--- src/rtl/i2c_rb_pkg.sv ---
package i2c_rb_pkg;
    typedef enum logic [3:0] {
        ST_IDLE,
        ST_ADDR,
        ST_ADDR_ACK,
        ST_REGPTR,
        ST_PTR_ACK,
        ST_WDATA,
        ST_WDATA_ACK,
        ST_RDATA,
        ST_RACK
    } rb_state_t;
endpackage

--- src/rtl/i2c_rb_linesync.sv ---
// Synchroniser for the bus lines, plus SCL edge and START/STOP detection
module i2c_rb_linesync #(
    parameter int STAGES = 2
) (
    input  logic clk,
    input  logic rst_n,
    input  logic scl_i,
    input  logic sda_i,
    output logic scl_s,
    output logic sda_s,
    output logic scl_rise,
    output logic scl_fall,
    output logic start_det,
    output logic stop_det
);
    logic [STAGES-1:0] scl_q, sda_q;
    logic scl_p, sda_p;

    generate
        if (STAGES == 1) begin : g_one
            always_ff @(posedge clk or negedge rst_n) begin
                if (!rst_n) begin
                    scl_q <= '1;
                    sda_q <= '1;
                end else begin
                    scl_q <= scl_i;
                    sda_q <= sda_i;
                end
            end
        end else begin : g_chain
            always_ff @(posedge clk or negedge rst_n) begin
                if (!rst_n) begin
                    scl_q <= '1;
                    sda_q <= '1;
                end else begin
                    scl_q <= {scl_q[STAGES-2:0], scl_i};
                    sda_q <= {sda_q[STAGES-2:0], sda_i};
                end
            end
        end
    endgenerate

    always_ff @(posedge clk or negedge rst_n) begin
        if (!rst_n) begin
            scl_p <= 1'b1;
            sda_p <= 1'b1;
        end else begin
            scl_p <= scl_s;
            sda_p <= sda_s;
        end
    end

    assign scl_s     = scl_q[STAGES-1];
    assign sda_s     = sda_q[STAGES-1];
    assign scl_rise  = scl_s & ~scl_p;
    assign scl_fall  = ~scl_s & scl_p;
    assign start_det = scl_s & scl_p & sda_p & ~sda_s;
    assign stop_det  = scl_s & scl_p & ~sda_p & sda_s;
endmodule

--- src/rtl/i2c_rb_regfile.sv ---
// Register bank with a single write port; every entry is visible in parallel
module i2c_rb_regfile #(
    parameter int NREG = 8,
    parameter int DW   = 8,
    localparam int AW  = $clog2(NREG)
) (
    input  logic               clk,
    input  logic               rst_n,
    input  logic               we,
    input  logic [AW-1:0]      waddr,
    input  logic [DW-1:0]      wdata,
    output logic [NREG*DW-1:0] q
);
    generate
        for (genvar g = 0; g < NREG; g++) begin : g_reg
            localparam logic [AW-1:0] IDX = AW'(g);
            logic [DW-1:0] r;
            always_ff @(posedge clk or negedge rst_n) begin
                if (!rst_n)
                    r <= '0;
                else if (we && waddr == IDX)
                    r <= wdata;
            end
            assign q[g*DW +: DW] = r;
        end
    endgenerate
endmodule

--- src/rtl/i2c_regbank_slave.sv ---
// I2C target that gives a controller access to a bank of configuration registers
module i2c_regbank_slave #(
    parameter logic [6:0] DEV_ADDR = 7'h2C,
    parameter int         NREG     = 8
) (
    input  logic            clk,
    input  logic            rst_n,
    input  logic            scl_i,
    input  logic            sda_i,
    output logic            sda_oe,
    output logic [NREG*8-1:0] regs_o
);
    import i2c_rb_pkg::*;

    localparam int AW = $clog2(NREG);
    localparam logic [3:0] FULL = 4'd8;
    localparam logic [3:0] LAST = 4'd7;

    logic scl_s, sda_s, scl_rise, scl_fall, start_det, stop_det;
    rb_state_t state;
    logic [3:0]    bitcnt;
    logic [7:0]    shreg;
    logic [AW-1:0] ptr, ptr_inc;
    logic          rw, mack;
    logic          we;
    logic [7:0]    rd_byte;

    i2c_rb_linesync #(.STAGES(2)) u_sync (
        .clk(clk), .rst_n(rst_n), .scl_i(scl_i), .sda_i(sda_i),
        .scl_s(scl_s), .sda_s(sda_s), .scl_rise(scl_rise), .scl_fall(scl_fall),
        .start_det(start_det), .stop_det(stop_det)
    );

    i2c_rb_regfile #(.NREG(NREG), .DW(8)) u_regs (
        .clk(clk), .rst_n(rst_n), .we(we), .waddr(ptr), .wdata(shreg), .q(regs_o)
    );

    assign ptr_inc = (ptr == AW'(NREG-1)) ? '0 : ptr + 1'b1;
    assign rd_byte = regs_o[{ptr, 3'b000} +: 8];

    // State register and datapath
    always_ff @(posedge clk or negedge rst_n) begin
        if (!rst_n) begin
            state  <= ST_IDLE;
            bitcnt <= '0;
            shreg  <= '0;
            ptr    <= '0;
            rw     <= 1'b0;
            mack   <= 1'b0;
        end else if (start_det) begin
            state  <= ST_ADDR;
            bitcnt <= '0;
        end else if (stop_det) begin
            state  <= ST_IDLE;
            bitcnt <= '0;
        end else begin
            unique case (state)
                ST_IDLE: ;
                ST_ADDR, ST_REGPTR, ST_WDATA: begin
                    if (scl_rise && bitcnt != FULL) begin
                        shreg  <= {shreg[6:0], sda_s};
                        bitcnt <= bitcnt + 1'b1;
                    end else if (scl_fall && bitcnt == FULL) begin
                        bitcnt <= '0;
                        if (state == ST_ADDR) begin
                            if (shreg[7:1] == DEV_ADDR) begin
                                rw    <= shreg[0];
                                state <= ST_ADDR_ACK;
                            end else begin
                                state <= ST_IDLE;
                            end
                        end else if (state == ST_REGPTR) begin
                            ptr   <= shreg[AW-1:0];
                            state <= ST_PTR_ACK;
                        end else begin
                            ptr   <= ptr_inc;
                            state <= ST_WDATA_ACK;
                        end
                    end
                end
                ST_ADDR_ACK: begin
                    if (scl_fall) begin
                        bitcnt <= '0;
                        if (rw) begin
                            shreg <= rd_byte;
                            ptr   <= ptr_inc;
                            state <= ST_RDATA;
                        end else begin
                            state <= ST_REGPTR;
                        end
                    end
                end
                ST_PTR_ACK, ST_WDATA_ACK: begin
                    if (scl_fall) begin
                        bitcnt <= '0;
                        state  <= ST_WDATA;
                    end
                end
                ST_RDATA: begin
                    if (scl_fall) begin
                        if (bitcnt == LAST) begin
                            bitcnt <= '0;
                            state  <= ST_RACK;
                        end else begin
                            shreg  <= {shreg[6:0], 1'b0};
                            bitcnt <= bitcnt + 1'b1;
                        end
                    end
                end
                ST_RACK: begin
                    if (scl_rise)
                        mack <= ~sda_s;
                    else if (scl_fall) begin
                        if (mack) begin
                            shreg <= rd_byte;
                            ptr   <= ptr_inc;
                            state <= ST_RDATA;
                        end else begin
                            state <= ST_IDLE;
                        end
                    end
                end
                default: state <= ST_IDLE;
            endcase
        end
    end

    // Outputs
    always_comb begin
        we = (state == ST_WDATA) && scl_fall && (bitcnt == FULL)
             && !start_det && !stop_det;
        unique case (state)
            ST_ADDR_ACK, ST_PTR_ACK, ST_WDATA_ACK: sda_oe = 1'b1;
            ST_RDATA:                              sda_oe = ~shreg[7];
            default:                               sda_oe = 1'b0;
        endcase
    end
endmodule

--- config.mk ---
export PLATFORM = sky130hd
export DESIGN_NAME = i2c_regbank_slave
export DESIGN_NICKNAME = d
export VERILOG_FILES = /design/src/rtl/i2c_rb_pkg.sv /design/src/rtl/i2c_rb_linesync.sv /design/src/rtl/i2c_rb_regfile.sv /design/src/rtl/i2c_regbank_slave.sv
export SDC_FILE = /design/constraint.sdc
export NUM_CORES = 1
export LEC_CHECK = 0
export BUFFER_PORTS_ARGS = -buffer_cell sky130_fd_sc_hd__buf_2
export CAP_MARGIN = 40
export CORE_ASPECT_RATIO = 1.1
export CORE_MARGIN = 3
export CORE_UTILIZATION = 55
export CTS_CLUSTER_DIAMETER = 60
export CTS_CLUSTER_SIZE = 30
export DETAILED_ROUTE_END_ITERATION = 8
export PLACE_DENSITY = 0.84
export SETUP_SLACK_MARGIN = 0.02
export SYNTH_ARGS = -nofsm -noshare
export SYNTH_HDL_FRONTEND = slang
export SYNTH_SLANG_ARGS = --single-unit
--- constraint.sdc ---
create_clock -name clk -period 2.4 [get_ports clk]
set_input_delay 0.48 -clock clk [delete_from_list [all_inputs] [get_ports clk]]
set_output_delay 0.48 -clock clk [all_outputs]
set_load 0.1 [all_outputs]
* Word level (Yosys, flattened, before mapping)
Index checks and enable logic that the tools add are counted.
** Storage, ports and cells
- Bits in registers :: 91
- Latch bits :: 0
- Memories :: 0
- Memory bits (writable) :: 0
- Output and inout bits :: 65
- Bits of input ports :: 4
- Logic and storage cells :: 152
- Memory bits (read-only) :: 0
** Operators by class
- Shift-type cells :: 1
- Multiplexer cells :: 45
- Equal/unequal tests :: 41
- Bitwise logic cells :: 15
- Magnitude comparators :: 0
- Divide/modulo/power cells :: 0
- Reductions and logical operators :: 30
- Multipliers :: 0
- Add/sub/neg operators :: 2
** Operator list (number)
- $mux W4 :: 18
- $mux W8 :: 8
- $shiftx A64 B7 Y8 :: 1
- $mux W3 :: 12
- $ne A4 B4 Y1 const B :: 9
- $pmux W8 S4 :: 1
- $pmux W4 S6 :: 1
- $ne A2 B2 Y1 const B :: 11
- $reduce_and A11 Y1 :: 2
- $eq A4 B3 Y1 const B :: 5
- $logic_and A1 B1 Y1 :: 14
- $eq A3 B3 Y1 const B :: 4
- $pmux W4 S3 :: 1
- $pmux W3 S3 :: 1
- $reduce_and A9 Y1 :: 1
- $eq A4 B2 Y1 const B :: 2
- $eq A4 B4 Y1 const B :: 2
- $not A1 Y1 :: 8
- $reduce_and A4 Y1 :: 2
- $and A1 B1 Y1 :: 7
- $eq A7 B6 Y1 const B :: 1
- $reduce_and A7 Y1 :: 1
- $eq A3 B2 Y1 const B :: 2
- $reduce_or A3 Y1 :: 2
- other kinds (16) :: 18

* Logic depth before layout (Yosys ltp)
Gate-level depths: netlist of run 1.
- Word-level depth :: 8
- Depth in mapped cells :: 7
- Depth with buffers taken out :: 7

* Modules after synthesis
Synthesis of run 1 repeated with hierarchy kept, for this count alone.
** Unflattened totals
- Cells, all modules :: 352
- Area, all modules :: 4715.8 um^2
** By module, submodules not included
- i2c_rb_regfile :: area an instance 2452.4 um^2, sequential area each 1601.5 um^2, cells an instance 143, times used 1
- i2c_regbank_slave :: area an instance 2073.2 um^2, sequential area each 525.5 um^2, cells an instance 199, times used 1
- i2c_rb_linesync :: area an instance 190.2 um^2, sequential area each 157.7 um^2, cells an instance 10, times used 1

* Worst setup path after synthesis of run 1
OpenSTA, ideal clock, no wires.
- Path kind :: register -> output
- Start point :: register state[2]
- End point :: output port sda_oe
- Data arrival time :: 2.344 ns
- Required time :: 1.920 ns
- Cell stages (with the launch flop) :: 7
- Slack :: -0.424 ns
- Path buffers :: 2
- Cells stage by stage :: dfrtp_1 > buf_2 > clkbuf_1 > inv_1 > o21ai_0 > a21oi_1 > nor2_1
** Between the ends
- Word-level cells in the longest chain between the ends :: 3
- Elaborated cells between the ends (all ways) :: 6
- Classes of those cells :: eq/ne: 4; mux: 1; reduce/logical: 1
** Ends and longest elaborated chain
- start, declared :: RTL line i2c_regbank_slave.sv:20 : rb_state_t state;
- start signal, assigned :: RTL line i2c_regbank_slave.sv:44 : state <= ST_IDLE;
- start signal, assigned :: RTL line i2c_regbank_slave.sv:51 : state <= ST_ADDR;
- start signal, assigned :: RTL line i2c_regbank_slave.sv:54 : state <= ST_IDLE;
- $eq A4 B2 Y1 or $eq A4 B3 Y1 (tied branches) :: RTL line i2c_regbank_slave.sv:132 : unique case (state)
- $reduce_or A3 Y1 (no line)
- $pmux W1 S2 * :: RTL line i2c_regbank_slave.sv:132
- end, declared :: RTL line i2c_regbank_slave.sv:10 : output logic sda_oe,
Mark *: on every way between the ends. The rest lies on a longest branch, timed or not.

* Worst setup path in the final report of run 1
- Start point :: register bitcnt[0]
- End point :: register u_regs.g_reg[2].r[2]
** Between the ends
- Word-level cells in the longest chain between the ends :: 5
** Ends and longest elaborated chain
- start, declared :: RTL line i2c_regbank_slave.sv:21 : logic [3:0] bitcnt;
- start signal, assigned :: RTL line i2c_regbank_slave.sv:62 : bitcnt <= bitcnt + 1'b1;
- start signal, assigned :: RTL line i2c_regbank_slave.sv:106 : bitcnt <= bitcnt + 1'b1;
- $eq A4 B4 Y1 :: RTL line i2c_regbank_slave.sv:130 : we = (state == ST_WDATA) && scl_fall && (bitcnt == FULL)
- $logic_and A1 B1 Y1 :: RTL line i2c_regbank_slave.sv:130
- $logic_and A1 B1 Y1 (2 in series) :: RTL line i2c_regbank_slave.sv:131 : && !start_det && !stop_det;
- $logic_and A1 B1 Y1 :: RTL line i2c_rb_regfile.sv:21 : else if (we && waddr == IDX)
- end signal, assigned :: RTL line i2c_rb_regfile.sv:22 : r <= wdata;
- end, declared :: RTL line i2c_rb_regfile.sv:17 : logic [DW-1:0] r;
Every way passes these cells.
A chain may end at the register's enable or synchronous reset.

==> flow_summary_export.csv, run 1 <==
group,metric,value,unit
critical_path,endpoint_kind,"flop",
global_route,grt_pass1_wl,18200,microns
clock_tree,post_cts_resize_count,0,
flow_run,max-cap-violations,0,
timing,fin_crit_sh,95.0,%
synth,synthTopCellsByCount,"85 x dfrtp_1, 50 x mux2_2, 24 x mux2_1",
floorplan,core-area,0.00808,sq mm
timing,hold_viol,0,
floorplan,initial_core_util,57.5,%
floorplan,die_h,102,microns
power,comb_power_share,29.7,%
clock_tree,clk_path_buf_depth,2,
power,p_clk_share,23.8,%
clock_tree,cts.sinks,91,
critical_path,path_class,"reg2reg",
route,drc_errors,0,
place,post-place-ws,0.215,ns
synth,async_flop_share,100,%
route,wirelength,11100,microns
critical_path,worstPathArrival,2.53,ns
floorplan,num_rows,34,
synth,ys_seq_elements,91,
global_route,grt_use_total,24.8,%
place,gp_congestion,0.896,
clock_tree,cts_hold_buf,0,
route,vias_per_cell,5.95,
route,drtIter0Drc,165,
synth,synth_area_leaders,"dfrtp_1 46%, mux2_2 12%, mux4_2 7.8%, mux2_1 5.8%, dfstp_2 3.4%",
power,p_switching,1610,uW
clock_tree,cts_setup_buffers,0,
synth,yosysMostFrequentCell,"dfrtp_1",
clock_tree,clock_tree.root_cell,"clkbuf_8",
synth,ys.flop_type,"dfrtp_1",
critical_path,r2r-start,"bitcnt[0]",
clock_tree,cts-htree-levels,3,
timing,worst_clock_skew,0.0133,ns
timing,setup_slack,0.120,ns
critical_path,path_max_fanout,8,
synth,avgSynthCellArea,12.6,sq um
synth,synth-seq-area-share,49.2,%
timing,clock.fmax,439,MHz
route,postRouteAntennaNets,0,
cells_and_area,area_growth,16.0,%
synth,synth_top_area_share,45.8,%
place,hpwl,7720,microns
critical_path,worstRegToRegCells,7,
global_route,grt_overflow_total,0,
worst_hold_path,hp-class,"in2async",
place,io_buffers,68,
critical_path,startpoint_type,"flop",
timing,finalWorstPathRequiredPeriod,2.28,ns
route,wl_per_cell,19.9,microns
clock_tree,clk_pin_slew_worst_paths,0.10,ns
power,switching_share,38.1,%
synth,synth_area,0.00465,sq mm
clock_tree,cts_tree,"yes",
floorplan,die_x,93.7,microns
timing,finalSetupTns,0,ns
synth,synth_edf_count,0,
cells_and_area,nNetsFinal,454,
global_route,antenna_found_initial,0,
route,vias,3304,
power,leakage,0.00279,uW
synth,mappedNetlistNets,381,
cells_and_area,drive_gt1_share,40.5,%
synth,yosys_warnings,0,
power,peakVddDrop,0.000513,V
synth,ys_types,47,
critical_path,cp-startpoint,"bitcnt[0]",
power,p_int,2620,uW
power,cellPowerDensity,786,mW/mm^2
clock_tree,worstSkewPairLatency,0.37,ns
critical_path,cp.required,2.65,ns
global_route,grt_pass1_vias,3511,
floorplan,io_pins,69,
floorplan,die_area,0.00959,sq mm
timing,final-max-slew-violation-count,0,
power,p_seq_share,46.5,%
timing,worst_pin_slew,0.646,ns
cells_and_area,fill_cells,594,
cells_and_area,n_antenna_cell,0,
route,drtPass1Iterations,4,
outcome,status,"finished clean",
timing,setup_viol,0,
synth,synthCells,369,
timing,slew_headroom,55.8,%
global_route,grt_max_degree,69,
timing,rsz0062_at_grt,"false",
clock_tree,cts_buffers,9,
synth,synth_top_area_cell,"dfrtp_1",
## through the flow
stage	util (%)	hold WS [ns]	cell area [sq um]	instances	power [uW]
after floorplan	-	0.184	4650	369	2810
after global placement	64.2	0.347	5190	537	3180
after detailed placement	64.2	0.347	5190	537	3230
after CTS	66.5	0.000559	5380	553	4260
after global routing	66.7	0.0105	5390	555	4480
final	66.7	0.00740	5390	555	4240
## routing by layer
metal	share of wire (%)	wire (microns)	vias to the layer above	track usage (%)
met1	40	4380	1665	30.5
met5	0	0	-	0
met4	2.6	292	0	10.3
li1	-	-	1503	-
met3	5.3	585	21	5.23
met2	52	5800	115	42.8
## final timing paths
check	slack (ns)	to
setup / recovery	0.12	u_regs.g_reg[2].r[2]
hold / removal	0.007	state[0]
setup reg to reg	0.12	u_regs.g_reg[2].r[2]
hold reg to reg	0.36	u_sync.sda_q[1]
max in group asynchronous	1.74	u_sync.scl_q[0]
min in group clk	0.21	u_sync.scl_q[0]
## state kept, by name, indices dropped and copies added (netlist names), 2 cells and up
name	flops
shreg	8
ptr	3
u_sync.scl_q	2
state	4
u_regs.g.r	64
u_sync.sda_q	2
bitcnt	4
## placed cells by master (no fill, tap or decap), types with 4 or more instances in the layout
cell,Yosys,final
buf_4,0,16
a21oi_1,11,11
nor2_1,13,12
nand3_1,9,9
ha_1,8,8
nand2_1,18,18
mux2i_1,11,11
o21ai_0,17,17
clkbuf_8,0,9
dfrtp_1,85,85
mux4_2,16,16
inv_1,7,7
buf_2,6,66
nor2b_1,10,10
mux2_2,50,50
dfstp_2,6,6
mux2_1,24,24
nand2b_1,9,9
nor3_1,4,4
## cell families after synthesis
| group | count (synthesis) | share of synthesized area, % |
|---|---|---|
| buf+inv | 31 | 2.66 |
| mux | 101 | 28.0 |
| xor+xnor | 3 | 0.565 |
| compound gates | 54 | 7.70 |
| simple gates | 81 | 9.72 |
| fa+ha+maj | 8 | 2.15 |
| flops | 91 | 49.2 |
## area by class of cell
type                    count  area [sq um]  area share, %
clock buffers               9           124           2.30
inverters                   8          30.0          0.557
flip-flops and latches     91          2280           42.4
well taps                 108           135           2.51
multi-input cells         247          2240           41.6
repair buffers             85           510           9.47
clock inverters             7          65.1           1.21
## worst max-delay path, stage by stage (launching register included)
cell      delay, ns
dfrtp_1        0.43
inv_1          0.07
ha_1           0.16
nand3b_1       0.15
nor4_4         0.43
and2_1         0.31
nand2_2        0.22
mux2_1         0.39
## power by group through the flow
| stage | Sequential [uW] | Combinational (uW) | Clock [uW] |
|---|---|---|---|
| 2_1_floorplan | 1730 | 1080 | 0 |
| 3_3_place_gp | 1980 | 1200 | 0 |
| 3_5_place_dp | 1990 | 1240 | 0 |
| 5_1_grt | 2000 | 1380 | 1090 |
| 4_1_cts | 1960 | 1260 | 1040 |
| 6_report | 1970 | 1260 | 1010 |
No activity file was read; power rests on OpenSTA's default activity.
==> run 2, diff against run 1 <==
--- a/config.mk
+++ b/config.mk
@@ -5,10 +5,11 @@
 export SDC_FILE = /design/constraint.sdc
 export NUM_CORES = 1
 export LEC_CHECK = 0
+export ABC_AREA = 1
 export BUFFER_PORTS_ARGS = -buffer_cell sky130_fd_sc_hd__buf_2
 export CAP_MARGIN = 40
 export CORE_ASPECT_RATIO = 1.1
-export CORE_MARGIN = 3
+export CORE_MARGIN = 5
 export CORE_UTILIZATION = 55
 export CTS_CLUSTER_DIAMETER = 60
 export CTS_CLUSTER_SIZE = 30
==> run 2 against run 1 <==
Against the previous run:
- final cell count increased by 53%
- highest routed layer unchanged
- sequential power decreased by 10%
- clock-buffer cell count rose by 2
- non-clock buffer count decreased by 7
- power grew 3.5%
- first-iteration DRC count increased by 83%
- flip-flop and latch count did not move
==> flow_summary_export.csv, run 2 <==
group,metric,value,unit
critical_path,worstRegToRegCells,8,
synth,ys_types,27,
synth,yosysMostFrequentCell,"nand2_1",
timing,holdWs,0.0473,ns
cells_and_area,regMostFlops,"u_regs.g.r",
synth,synth_top_area_cell,"dfrtp_1",
synth,synth-seq-area-share,47.4,%
route,drtPass1Iterations,5,
synth,async_flop_share,100,%
cells_and_area,mostFrequentLayoutCells,"271 x nand2_1, 85 x dfrtp_1, 66 x buf_2",
clock_tree,cts-htree-levels,3,
floorplan,die_h,108,microns
cells_and_area,nNetsFinal,747,
route,vias,4780,
synth,ys_seq_elements,91,
timing,rsz0062_at_grt,"false",
timing,clock.fmax,437,MHz
cells_and_area,layout.cells.non_filler,851,
clock_tree,clock_tree.root_cell,"clkbuf_8",
power,cellPowerDensity,795,mW/mm^2
timing,fin_crit_sh,95.4,%
route,drc_errors,0,
synth,synthTopCellsByCount,"271 x nand2_1, 85 x dfrtp_1, 62 x nand3_1",
floorplan,die_area,0.0107,sq mm
cells_and_area,final_common_cell,"nand2_1",
floorplan,core-area,0.00845,sq mm
power,peakVddDrop,0.000458,V
critical_path,worstPathArrival,1.81,ns
cells_and_area,final_util,65.3,%
cells_and_area,register_area,0.00228,sq mm
cells_and_area,fill_cells,751,
flow_run,max-cap-violations,0,
power,leakage,0.00297,uW
global_route,grt_max_degree,45,
critical_path,path_class,"reg2out",
global_route,grt_pass1_vias,4627,
timing,hold_viol,0,
cells_and_area,reg_top3,"u_regs.g.r x64, shreg x8",
timing,worst_clock_skew,0.0165,ns
outcome,status,"finished clean",
route,wl_per_cell,16.1,microns
clock_tree,clk_path_buf_depth,2,
place,placed_cells,835,
timing,finalSetupTns,0,ns
critical_path,r2r-start,"bitcnt[0]",
timing,slew_headroom,67.0,%
worst_hold_path,hp-class,"in2async",
global_route,grt_use_total,26.6,%
place,gp_congestion,0.993,
clock_tree,worstSkewPairLatency,0.36,ns
route,drtIter0Drc,302,
route,vias_per_cell,5.62,
clock_tree,cts_tree,"yes",
critical_path,endpoint_kind,"output port",
synth,synth_area_leaders,"dfrtp_1 44%, nand2_1 21%, nand3_1 6.4%, o21ai_0 5.9%, nor2_1 4.0%",
critical_path,cp.required,1.92,ns
cells_and_area,largest_reg_flops,64,
route,postRouteAntennaNets,0,
clock_tree,cts_buffers,9,
timing,finalWorstPathRequiredPeriod,2.29,ns
timing,setup_viol,0,
critical_path,r2r_slack,0.30,ns
clock_tree,cts_hold_buf,0,
route,wirelength,13700,microns
floorplan,die_x,99.3,microns
clock_tree,cts_setup_buffers,0,
clock_tree,cts.sinks,91,
synth,synthCells,668,
synth,ys.flop_type,"dfrtp_1",
synth,mappedNetlistNets,680,
critical_path,startpoint_type,"flop",
synth,yosys_warnings,0,
global_route,grt_pass1_wl,22700,microns
global_route,grt_overflow_total,0,
floorplan,io_pins,69,
clock_tree,clk_pin_slew_worst_paths,0.10,ns
cells_and_area,multi_input_area,0.00225,sq mm
floorplan,initial_core_util,57.0,%
cells_and_area,area_growth,14.5,%
clock_tree,post_cts_resize_count,1,
floorplan,num_rows,35,
place,io_buffers,68,
synth,synth_area,0.00482,sq mm
timing,final-max-slew-violation-count,0,
cells_and_area,n_antenna_cell,0,
place,hpwl,10300,microns
synth,avgSynthCellArea,7.22,sq um
timing,worst_pin_slew,0.498,ns
cells_and_area,drive_gt1_share,15.7,%
critical_path,path_max_fanout,9,
global_route,antenna_found_initial,0,
synth,synth_top_area_share,44.1,%
critical_path,r2r-end,"u_regs.g_reg[4].r[1]",
synth,synth_edf_count,0,
[run 2: worst max path at each step]
stage | start | to | slack, ns | cells past startpoint
floorplan | state[0] | sda_oe | 0.36 | 5
global placement | state[0] | sda_oe | 0.40 | 6
detailed placement | bitcnt[0] | u_regs.g_reg[4].r[1] | 0.41 | 8
CTS | state[0] | sda_oe | 0.11 | 6
global route | state[0] | sda_oe | 0.03 | 6
finish | state[0] | sda_oe | 0.11 | 6
[run 2: per-layer routing]
| layer | wire length [microns] | global-route usage [%] | up-vias | share of wire, % |
|---|---|---|---|---|
| li1 | - | - | 2261 | - |
| met1 | 5240 | 31.6 | 2246 | 38 |
| met2 | 6820 | 45.5 | 217 | 50 |
| met3 | 973 | 5.61 | 56 | 7.1 |
| met4 | 654 | 13.4 | 0 | 4.8 |
| met5 | 0 | 0 | - | 0 |
[run 2: layout make-up]
cell class / count / area share (%)
Clock buffer: 11 / 2.38
Timing Repair Buffer: 78 / 7.84
Clock inverter: 5 / 1.54
Sequential cell: 91 / 41.4
Inverter: 53 / 3.60
Tap cell: 111 / 2.52
Multi-Input combinational cell: 502 / 40.7
[run 2: power by group]
group	internal [uW]	total, uW	switching (uW)
sequential	1630	1770	140
combinational	414	1470	1050
clock	594	1150	555
total	2640	4390	1750
[run 2: cells by family (layout without fill, tap and decap cells)]
logic type	Yosys count	count (layout)	share of synthesized area [%]
adder cells (fa/ha/maj)	8	8	2.08
buffers and inverters	75	147	6.07
AO/OA/AOI/OAI	88	88	9.16
XOR/XNOR	2	2	0.363
flip-flops	91	91	47.4
AND/OR/NAND/NOR	404	404	34.9
[run 2: worst max-delay path, cell delays in order, from the launching register on]
cell and delay (ns):
dfrtp_1 0.53, inv_1 0.14, nand2_1 0.09, nor2_1 0.06
nor2_1 0.30, o21ai_2 0.09, buf_4 0.24
[run 2: through the flow]
step | worst slack [ns] | total power [uW] | area [sq um]
after floorplan | 0.361 | 2780 | 4820
after global placement | 0.398 | 3180 | 5300
after detailed placement | 0.406 | 3230 | 5300
after CTS | 0.113 | 4370 | 5520
after global routing | 0.0304 | 4660 | 5520
final | 0.111 | 4390 | 5520
